File: config.mk
export PLATFORM = sky130hd
export DESIGN_NAME = dcache_ctrl
export DESIGN_NICKNAME = d
export VERILOG_FILES = /design/src/rtl/dcache_ctrl_pkg.sv /design/src/rtl/dcc_idx_hist.sv /design/src/rtl/dcc_store_commit.sv /design/src/rtl/dcc_fsm.sv /design/src/rtl/dcache_ctrl.sv
export SDC_FILE = /design/constraint.sdc
export NUM_CORES = 1
export LEC_CHECK = 0
export ABC_AREA = 1
export BUFFER_PORTS_ARGS = -buffer_cell sky130_fd_sc_hd__buf_2
export CELL_PAD_IN_SITES_DETAIL_PLACEMENT = 2
export CELL_PAD_IN_SITES_GLOBAL_PLACEMENT = 2
export CORE_ASPECT_RATIO = 2
export CORE_MARGIN = 5
export CORE_UTILIZATION = 22
export CTS_BUF_LIST = sky130_fd_sc_hd__clkbuf_4
export DETAILED_ROUTE_END_ITERATION = 8
export HOLD_SLACK_MARGIN = 0.12
export PLACE_DENSITY_LB_ADDON = 0.1
export SLEW_MARGIN = 20
export SYNTH_ARGS = -nofsm -noshare
export SYNTH_HDL_FRONTEND = slang
export SYNTH_HIERARCHICAL = 1
export SYNTH_SLANG_ARGS = --single-unit
File: constraint.sdc
create_clock -name clk_i -period 2.35 [get_ports clk_i]
set_input_delay 0.3525 -clock clk_i [delete_from_list [all_inputs] [get_ports clk_i]]
set_output_delay 0.3525 -clock clk_i [all_outputs]
set_load 0.005 [all_outputs]
File: src/rtl/dcache_ctrl_pkg.sv
package dcache_ctrl_pkg;
  typedef enum logic {
    ST_ACCESS = 1'b0,
    ST_FETCH  = 1'b1
  } dcc_state_e;

  localparam int unsigned RW_WR_BIT = 0;
  localparam int unsigned RW_RD_BIT = 1;
endpackage

File: src/rtl/dcc_idx_hist.sv
module dcc_idx_hist #(
  parameter int unsigned IDX_W = 6
) (
  input  logic             clk_i,
  input  logic             rst_ni,
  input  logic             en_i,
  input  logic [IDX_W-1:0] idx_i,
  input  logic             walk_i,
  input  logic [IDX_W-1:0] addr_idx_i,
  output logic             stale_o
);
  logic [IDX_W-1:0] prev_idx_q;
  logic             prev_walk_q;

  always_ff @(posedge clk_i or negedge rst_ni) begin
    if (!rst_ni) begin
      prev_idx_q  <= '0;
      prev_walk_q <= 1'b0;
    end else if (en_i) begin
      prev_idx_q  <= idx_i;
      prev_walk_q <= walk_i;
    end
  end

  // array output still belongs to the walker's index
  assign stale_o = prev_walk_q & ~walk_i & (prev_idx_q != addr_idx_i);

  a_r7_hist_gated: assert property (@(posedge clk_i) disable iff (!rst_ni)
    !en_i |=> $stable(prev_idx_q) && $stable(prev_walk_q));

  a_r4_stale_once: assert property (@(posedge clk_i) disable iff (!rst_ni)
    (stale_o && en_i) |=> !stale_o);
endmodule

File: src/rtl/dcc_store_commit.sv
module dcc_store_commit (
  input  logic clk_i,
  input  logic rst_ni,
  input  logic stall_i,
  input  logic wr_hit_i,
  input  logic block_i,
  output logic first_o
);
  logic was_stall_q;

  always_ff @(posedge clk_i or negedge rst_ni) begin
    if (!rst_ni) was_stall_q <= 1'b0;
    else         was_stall_q <= stall_i;
  end

  assign first_o = wr_hit_i & stall_i & ~was_stall_q & ~block_i;

  a_r9_single_commit: assert property (@(posedge clk_i) disable iff (!rst_ni)
    (first_o && stall_i) |=> !first_o);
endmodule

File: src/rtl/dcc_fsm.sv
module dcc_fsm
  import dcache_ctrl_pkg::*;
(
  input  logic clk_i,
  input  logic rst_ni,
  input  logic req_i,
  input  logic tag_hit_i,
  input  logic stale_i,
  input  logic flush_i,
  input  logic fill_done_i,
  output logic hit_o,
  output logic miss_o,
  output logic busy_o,
  output logic in_access_o,
  output logic fill_req_o
);
  dcc_state_e state_q, state_d;

  assign in_access_o = (state_q == ST_ACCESS);
  assign hit_o       = in_access_o & req_i & tag_hit_i & ~stale_i;
  assign miss_o      = in_access_o & req_i & ~tag_hit_i & ~stale_i & ~flush_i;
  assign fill_req_o  = (state_q == ST_FETCH);
  assign busy_o      = miss_o | fill_req_o;

  always_comb begin
    state_d = state_q;
    unique case (state_q)
      ST_ACCESS: if (miss_o) state_d = ST_FETCH;
      ST_FETCH:  if (fill_done_i) state_d = ST_ACCESS;
      default:   state_d = ST_ACCESS;
    endcase
  end

  always_ff @(posedge clk_i or negedge rst_ni) begin
    if (!rst_ni) state_q <= ST_ACCESS;
    else         state_q <= state_d;
  end

  a_r11_fill_wait: assert property (@(posedge clk_i) disable iff (!rst_ni)
    (fill_req_o && !fill_done_i) |=> fill_req_o);

  a_r11_fill_exit: assert property (@(posedge clk_i) disable iff (!rst_ni)
    (fill_req_o && fill_done_i) |=> in_access_o);
endmodule

File: src/rtl/dcache_ctrl.sv
module dcache_ctrl
  import dcache_ctrl_pkg::*;
#(
  parameter int unsigned IDX_W = 6
) (
  input  logic             clk_i,
  input  logic             rst_ni,
  input  logic [IDX_W-1:0] addr_idx_i,
  input  logic [IDX_W-1:0] next_idx_i,
  input  logic [IDX_W-1:0] walk_idx_i,
  input  logic             walk_sel_i,
  input  logic [1:0]       req_rw_i,
  input  logic             tag_hit_i,
  input  logic             stall_i,
  input  logic             st_fault_i,
  input  logic             flush_i,
  input  logic             fill_done_i,
  output logic [IDX_W-1:0] sram_idx_o,
  output logic             cache_en_o,
  output logic             hit_o,
  output logic             miss_o,
  output logic             stall_o,
  output logic             fill_req_o
);
  logic stale, fsm_busy, in_access, first_st, req_any, wr_hit;

  assign req_any = |req_rw_i;

  dcc_idx_hist #(.IDX_W(IDX_W)) u_hist (
    .clk_i      (clk_i),
    .rst_ni     (rst_ni),
    .en_i       (cache_en_o),
    .idx_i      (sram_idx_o),
    .walk_i     (walk_sel_i),
    .addr_idx_i (addr_idx_i),
    .stale_o    (stale)
  );

  dcc_fsm u_fsm (
    .clk_i       (clk_i),
    .rst_ni      (rst_ni),
    .req_i       (req_any),
    .tag_hit_i   (tag_hit_i),
    .stale_i     (stale),
    .flush_i     (flush_i),
    .fill_done_i (fill_done_i),
    .hit_o       (hit_o),
    .miss_o      (miss_o),
    .busy_o      (fsm_busy),
    .in_access_o (in_access),
    .fill_req_o  (fill_req_o)
  );

  assign stall_o = stale | fsm_busy;
  assign wr_hit  = in_access & req_rw_i[RW_WR_BIT] & tag_hit_i & ~stall_o;

  dcc_store_commit u_commit (
    .clk_i    (clk_i),
    .rst_ni   (rst_ni),
    .stall_i  (stall_i),
    .wr_hit_i (wr_hit),
    .block_i  (st_fault_i | flush_i),
    .first_o  (first_st)
  );

  // stale re-read and stalls hold the array on the current access
  always_comb begin
    if (walk_sel_i)             sram_idx_o = walk_idx_i;
    else if (stall_i | stall_o) sram_idx_o = addr_idx_i;
    else                        sram_idx_o = next_idx_i;
  end

  assign cache_en_o = ~stall_i | stall_o | first_st;

  a_r4_reread_idx: assert property (@(posedge clk_i) disable iff (!rst_ni)
    stale |-> (sram_idx_o == addr_idx_i) && !hit_o && !miss_o);

  a_r10_commit_blocked: assert property (@(posedge clk_i) disable iff (!rst_ni)
    (stall_i && !stall_o && (st_fault_i || flush_i)) |-> !cache_en_o);

  a_r3_exclusive: assert property (@(posedge clk_i) disable iff (!rst_ni)
    !(hit_o && miss_o));
endmodule

After elaboration in Yosys (flattened, before gate mapping):

Cells that the tools add are included.

* flip-flop bits (word level): 9
* input bits: 28
* output and inout port bits: 11
* word-level logic and storage cells: 40

* equal/unequal tests: 1
* mux-type cells: 5
* bitwise logic cells: 29
* reduce and logical (&&, ||, !) cells: 1

Operator list (number)
* AND 1 bit: 14
* two-way mux 6 bit: 2
* inverter 1 bit: 9
* inequality test 6 bit: 1
* bitwise OR 1 bit: 6
* two-way mux 1 bit: 2
* case mux 1 bit (2 select lines): 1
* OR reduction 2 bit: 1

Depth between registers and ports, before layout:

* word-level depth: 14
* gate-level depth with buffers: 20
* depth with buffers taken out: 19

By module:

The synthesis kept the hierarchy.

Modules (own cells, without submodules)
* dcc_idx_hist: times used 1, cells each 58, area each 381.6 um2, sequential area each 175.2 um2
* dcache_ctrl: times used 1, cells each 53, area each 257.7 um2, sequential area each 0.0 um2
* dcc_fsm: times used 1, cells each 13, area each 73.8 um2, sequential area each 25.0 um2
* dcc_store_commit: times used 1, cells each 6, area each 46.3 um2, sequential area each 25.0 um2

Worst setup path before layout:

Ideal clock, no wire load.

* kind: register to register
* start: register u_hist.prev_idx_q[2]
* end: register u_hist.prev_idx_q[0]
* setup time: 126 ps
* data arrival time: 1975 ps
* data required time: 2224 ps
* slack: 248 ps
* cell stages (with the launch flop): 20
* buffers on the path: 1
* clock period less this slack: 2102 ps
* path through: dfrtp_1 -> inv_1 -> nand2_1 -> nand2_1 -> nor2_1 -> nand3_1 -> nand2_1 -> inv_1 -> inv_1 -> nand3_1 -> nand2_1 -> nor2_8 -> inv_2 -> nor2_1 -> nand2_1 -> nor2_2 -> nor2_1 -> nand2_1 -> buf_4 -> o21ai_0

* word-level cells in the longest chain between the ends: 13
* elaborated cells between the ends (all ways): 17
* classes of those cells: 1 x eq/ne; 2 x mux; 14 x bitwise

RTL lines
* start: declaration: RTL line dcc_idx_hist.sv:12 `logic [IDX_W-1:0] prev_idx_q;`
* start signal: assignment: RTL line dcc_idx_hist.sv:20 `prev_idx_q <= idx_i;`
* inequality test 6 bit: RTL line dcc_idx_hist.sv:26 `assign stale_o = prev_walk_q & ~walk_i & (prev_idx_q != addr_idx_i);`
* AND 1 bit: RTL line dcc_idx_hist.sv:26
* via stale: RTL line dcache_ctrl.sv:25 `logic stale, fsm_busy, in_access, first_st, req_any, wr_hit;`
* inverter 1 bit: RTL line dcc_fsm.sv:21 `assign miss_o = in_access_o & req_i & ~tag_hit_i & ~stale_i & ~flush_i;`
* AND 1 bit (2 in series): RTL line dcc_fsm.sv:21
* bitwise OR 1 bit: RTL line dcc_fsm.sv:23 `assign busy_o = miss_o | fill_req_o;`
* via fsm_busy: RTL line dcache_ctrl.sv:25
* bitwise OR 1 bit: RTL line dcache_ctrl.sv:54 `assign stall_o = stale | fsm_busy;`
* via stall_o: RTL line dcache_ctrl.sv:22 `output logic stall_o,`
* inverter 1 bit: RTL line dcache_ctrl.sv:55 `assign wr_hit = in_access & req_rw_i[RW_WR_BIT] & tag_hit_i & ~stall_o;`
* AND 1 bit: RTL line dcache_ctrl.sv:55
* via wr_hit: RTL line dcache_ctrl.sv:25
* AND 1 bit (3 in series): RTL line dcc_store_commit.sv:16 `assign first_o = wr_hit_i & stall_i & ~was_stall_q & ~block_i;`
* via first_st: RTL line dcache_ctrl.sv:25
* bitwise OR 1 bit: RTL line dcache_ctrl.sv:73 `assign cache_en_o = ~stall_i | stall_o | first_st;`
* via cache_en_o: RTL line dcache_ctrl.sv:19 `output logic cache_en_o,`

The timed path passes the listed nets, and every way through them passes these cells.
A chain may end at the register's enable or synchronous reset.

Worst setup path in the final report:

* start: register u_hist.prev_idx_q[3]
* end: output sram_idx_o[4]

* word-level cells in the longest chain between the ends: 10

RTL lines
* inequality test 6 bit: RTL line dcc_idx_hist.sv:26
* AND 1 bit: RTL line dcc_idx_hist.sv:26
* via stale: RTL line dcache_ctrl.sv:25
* inverter 1 bit: RTL line dcc_fsm.sv:21
* AND 1 bit (2 in series): RTL line dcc_fsm.sv:21
* bitwise OR 1 bit: RTL line dcc_fsm.sv:23
* via fsm_busy: RTL line dcache_ctrl.sv:25
* bitwise OR 1 bit: RTL line dcache_ctrl.sv:54
* bitwise OR 1 bit: RTL line dcache_ctrl.sv:69 `else if (stall_i | stall_o) sram_idx_o = addr_idx_i;`
* two-way mux 6 bit: RTL line dcache_ctrl.sv:69
* two-way mux 6 bit: RTL line dcache_ctrl.sv:68 `if (walk_sel_i) sram_idx_o = walk_idx_i;`
* end: declaration: RTL line dcache_ctrl.sv:18 `output logic [IDX_W-1:0] sram_idx_o,`

The timed path passes the listed nets, and every way through them passes these cells.

==> results summary <==
The relative max-transition margin is 82.0%. After clock tree synthesis, the clock-pin slew on the worst setup and hold paths is 0.07 ns. The slew at the pin closest to its max-slew limit is 0.269 ns. The first global-routing pass estimated 4.62 mm of wire. The number of antenna diodes in the final layout is 0.

Entering global routing, the biggest net connects 15 pins. The number of storage elements in the synthesis netlist is 9. After filler insertion, the fill cell instance count of the layout stands at 436. The cell repeated most along the worst path is nand2_2. The number of buffers inserted by port buffering came out at 38. The root buffer cell is clkbuf_4.

Relative to the synthesized area, the layout overhead comes to 63.4%. In this run the mean area of a mapped cell was 5.84 um2. The clock sink count is 9. For the final database, setup skew stands at 0.00473 ns. The total setup violations reported at the end of the flow is 0. The count of boundary I/O pins came out at 39. The logic depth of the worst register-to-register path is 19. Global routing consumed, over all layers together, 12.7% of the routing resources.

STA classifies the critical path endpoint as an output pin. The clock passes through at most 2 buffers. The post-route clock period utilization came out at 98.3%. The total placed cells including tap cells came out at 203. The overall die area is 4800 um2. The later pin in the worst-skew pair is clocked with a latency of 0.26 ns. The peak supply drop came out at 0.173 mV. The final routed wire length divided by cell count is 13.9 um. The initial utilization of the core area, before any placement, comes to 22.5%. The number of max-cap violations is 0. The number of DRC violations after detailed routing came out at 0. The number of max-slew violations in the final report was 0. The flow ran to the end, and the final reports show no timing, DRC or antenna violations.

The number of buffers added by the clock tree synthesis step came out at 3. The maximum single-stage delay on the critical path came out at 0.40 ns. The leakage power total is 0.761 nW. The total area of multi-input combinational cells came out at 492 um2. Summing internal, switching and leakage power gives 0.000640 W. The number of global-route vias before repair is 1101. The launching element type of the critical path is a flip-flop. Across all hold checks on the routed design, the worst slack comes to 0.245 ns. The arrival time of the worst setup path came out at 1.96 ns. The number of iterations in the first detailed-routing pass is 3. Summing all flip-flop and latch instances after layout gives 225 um2.

Of the cells placed in the final design, the portion with a size suffix greater than 1 is 51.6%. The floorplan has 30 rows. The final net count is 213. The signal on the critical path passes through nand2_2 > nand2_2 > nor2_1 > nand3_1 > nand2_1 > inv_2 > inv_2 > nand3_4 > nand2_4 > nor2_8 > buf_12 > nand2_8 > nand2_2 > nand3_2 > nand2_2 > buf_2. The fraction of the yosys area taken by sequential cells came out at 29.7%.

For this run, the top clock speed supported by timing is 433 MHz. The slowest stage of the critical path belongs to the cell dfrtp_1. The Yosys step of the flow raised 6 warnings. The final wirelength came out at 3.00 mm.

Along the worst hold path, the cell count comes to 1. The number of instances in the synthesized netlist is 130. In this run the cell area of the synthesized design comes to 759 um2. The count of vias placed by the detailed router is 1003.

Counting every net in the synthesized netlist gives 158. In this run the remaining antenna-violating nets after routing total 0. The deepest level of the CTS H-tree is 1. The worst setup path is of the reg2out kind. TritonCTS built the clock tree. The post-route minimum period came out at 2.31 ns. The count of final hold-check violations came to 0. The total negative slack came out at 0 ns. The leftover overflow at the end of global routing is 0. Setup repair after global routing could not meet its margin everywhere. In this run the worst hold path is classified as in2reg. Leaving out filler cells and counting taps, the final layout contains 216. The count of distinct cell types in the synthesized netlist is 14. The power density over cell area came out at 516 nW/um2. The core area came out at 3380 um2. The width of the chip came out at 51.5 um. The initial antenna violation count was 0.

The required arrival time at the worst endpoint is 2.00 ns. Summed over all nets, the half-perimeter wirelength after detailed placement is 2.33 mm. The maximum fanout along the worst path is 6.

The global placer's final weighted congestion is 0.716. The first-iteration detailed-routing DRC count is 5. The die span in y came out at 93.1 um. In the routed layout, each cell is associated on average with a via count of 4.64.
[synthesized netlist by cell type, drive strengths merged]
library cell / count / area [um2]
o21ai: 8 / 40.0
nand2: 49 / 191
bufinv: 1 / 17.5
nand3: 15 / 75.1
nor2: 11 / 60.1
dfrtp: 9 / 225
or2: 3 / 18.8
inv: 33 / 124
buf: 1 / 7.51
[metrics by stage]
stage	utilization, %	instance area, um2	setup WS [ns]
after global routing	36.7	1240	-0.156
final	36.7	1240	0.0405
after detailed placement	30.0	1010	0.0602
after floorplan	-	759	0.248
after CTS	32.3	1090	0.00141
after global placement	30.0	1010	0.142
[metal layers]
| layer | share of wire, % | global-route usage [%] | wire, um |
|---|---|---|---|
| met5 | 0 | 0 | 0 |
| met4 | 0.93 | 5.25 | 28 |
| met3 | 4.3 | 1.75 | 129 |
| met2 | 61 | 26.0 | 1840 |
| met1 | 33 | 11.5 | 1000 |
[power by group]
group	switching [W]	internal [W]
logic	0.000168	0.000143
clock network	0.0000564	0.0000770
registers	0.0000158	0.000180
[path summary, 6_finish.rpt]
path / from / end / slack (ns)
max reg2reg: u_hist/prev_idx_q[4]$_DFFE_PN0P_ / u_hist/prev_idx_q[1]$_DFFE_PN0P_ / 0.35
max: u_hist/prev_idx_q[3]$_DFFE_PN0P_ / sram_idx_o[4] / 0.04
min reg2reg: u_hist/prev_walk_q$_DFFE_PN0P_ / u_hist/prev_walk_q$_DFFE_PN0P_ / 0.53
max in group asynchronous: rst_ni / u_hist/prev_idx_q[1]$_DFFE_PN0P_ / 1.68
min in group asynchronous: rst_ni / u_hist/prev_idx_q[3]$_DFFE_PN0P_ / 0.48
min: stall_i / u_commit/was_stall_q$_DFF_PN0_ / 0.24
[registers in the layout, summed over array words and instances, names as in the netlist]
signal,cells
u_commit/was_stall_q,1
u_fsm/fill_req_o,1
u_hist/prev_walk_q,1
u_hist/prev_idx_q,6
[area by class of cell]
class / count / share of cell area, %
clock buffers: 4 / 2.42
inverters: 34 / 11.4
multi-input cells: 86 / 39.6
flip-flops and latches: 9 / 18.1
well taps: 32 / 3.23
repair buffers: 51 / 25.2
[critical path: cells and delay by family, from the launching register on]
| family | cells | cell delay (ns) |
|---|---|---|
| flip-flops | 1 | 0.40 |
| buffers and inverters | 4 | 0.34 |
| AND/OR/NAND/NOR | 12 | 0.93 |
[what timing repair did]
action                                  CTS  global route
pin swaps                                 2            18
gates resized for setup                   3            35
hold buffers                              1             0
endpoints found under the setup margin    7             7
endpoints found under the hold margin     9             0
buffers inserted                          2             6
[placed cells by master, fill, tap and decap left out, types with 4 or more instances in the layout]
master,Yosys,final
o21ai_0,7,7
inv_1,28,21
nand3_2,0,6
buf_2,0,37
dfrtp_1,9,9
nand2_1,48,31
nand2_2,0,15
inv_2,5,12
nand3_1,15,8
clkbuf_4,0,4
nor2_1,9,8
buf_4,1,10
[kinds of logic (layout without fill, tap and decap cells)]
family          count (synthesis)  after routing  share of synthesized area (%)
flops                           9              9                           29.7
compound gates                  8              8                           5.27
simple gates                   78             78                           45.5
buf+inv                        35             89                           19.6
No activity file was read; power rests on OpenSTA's default activity.
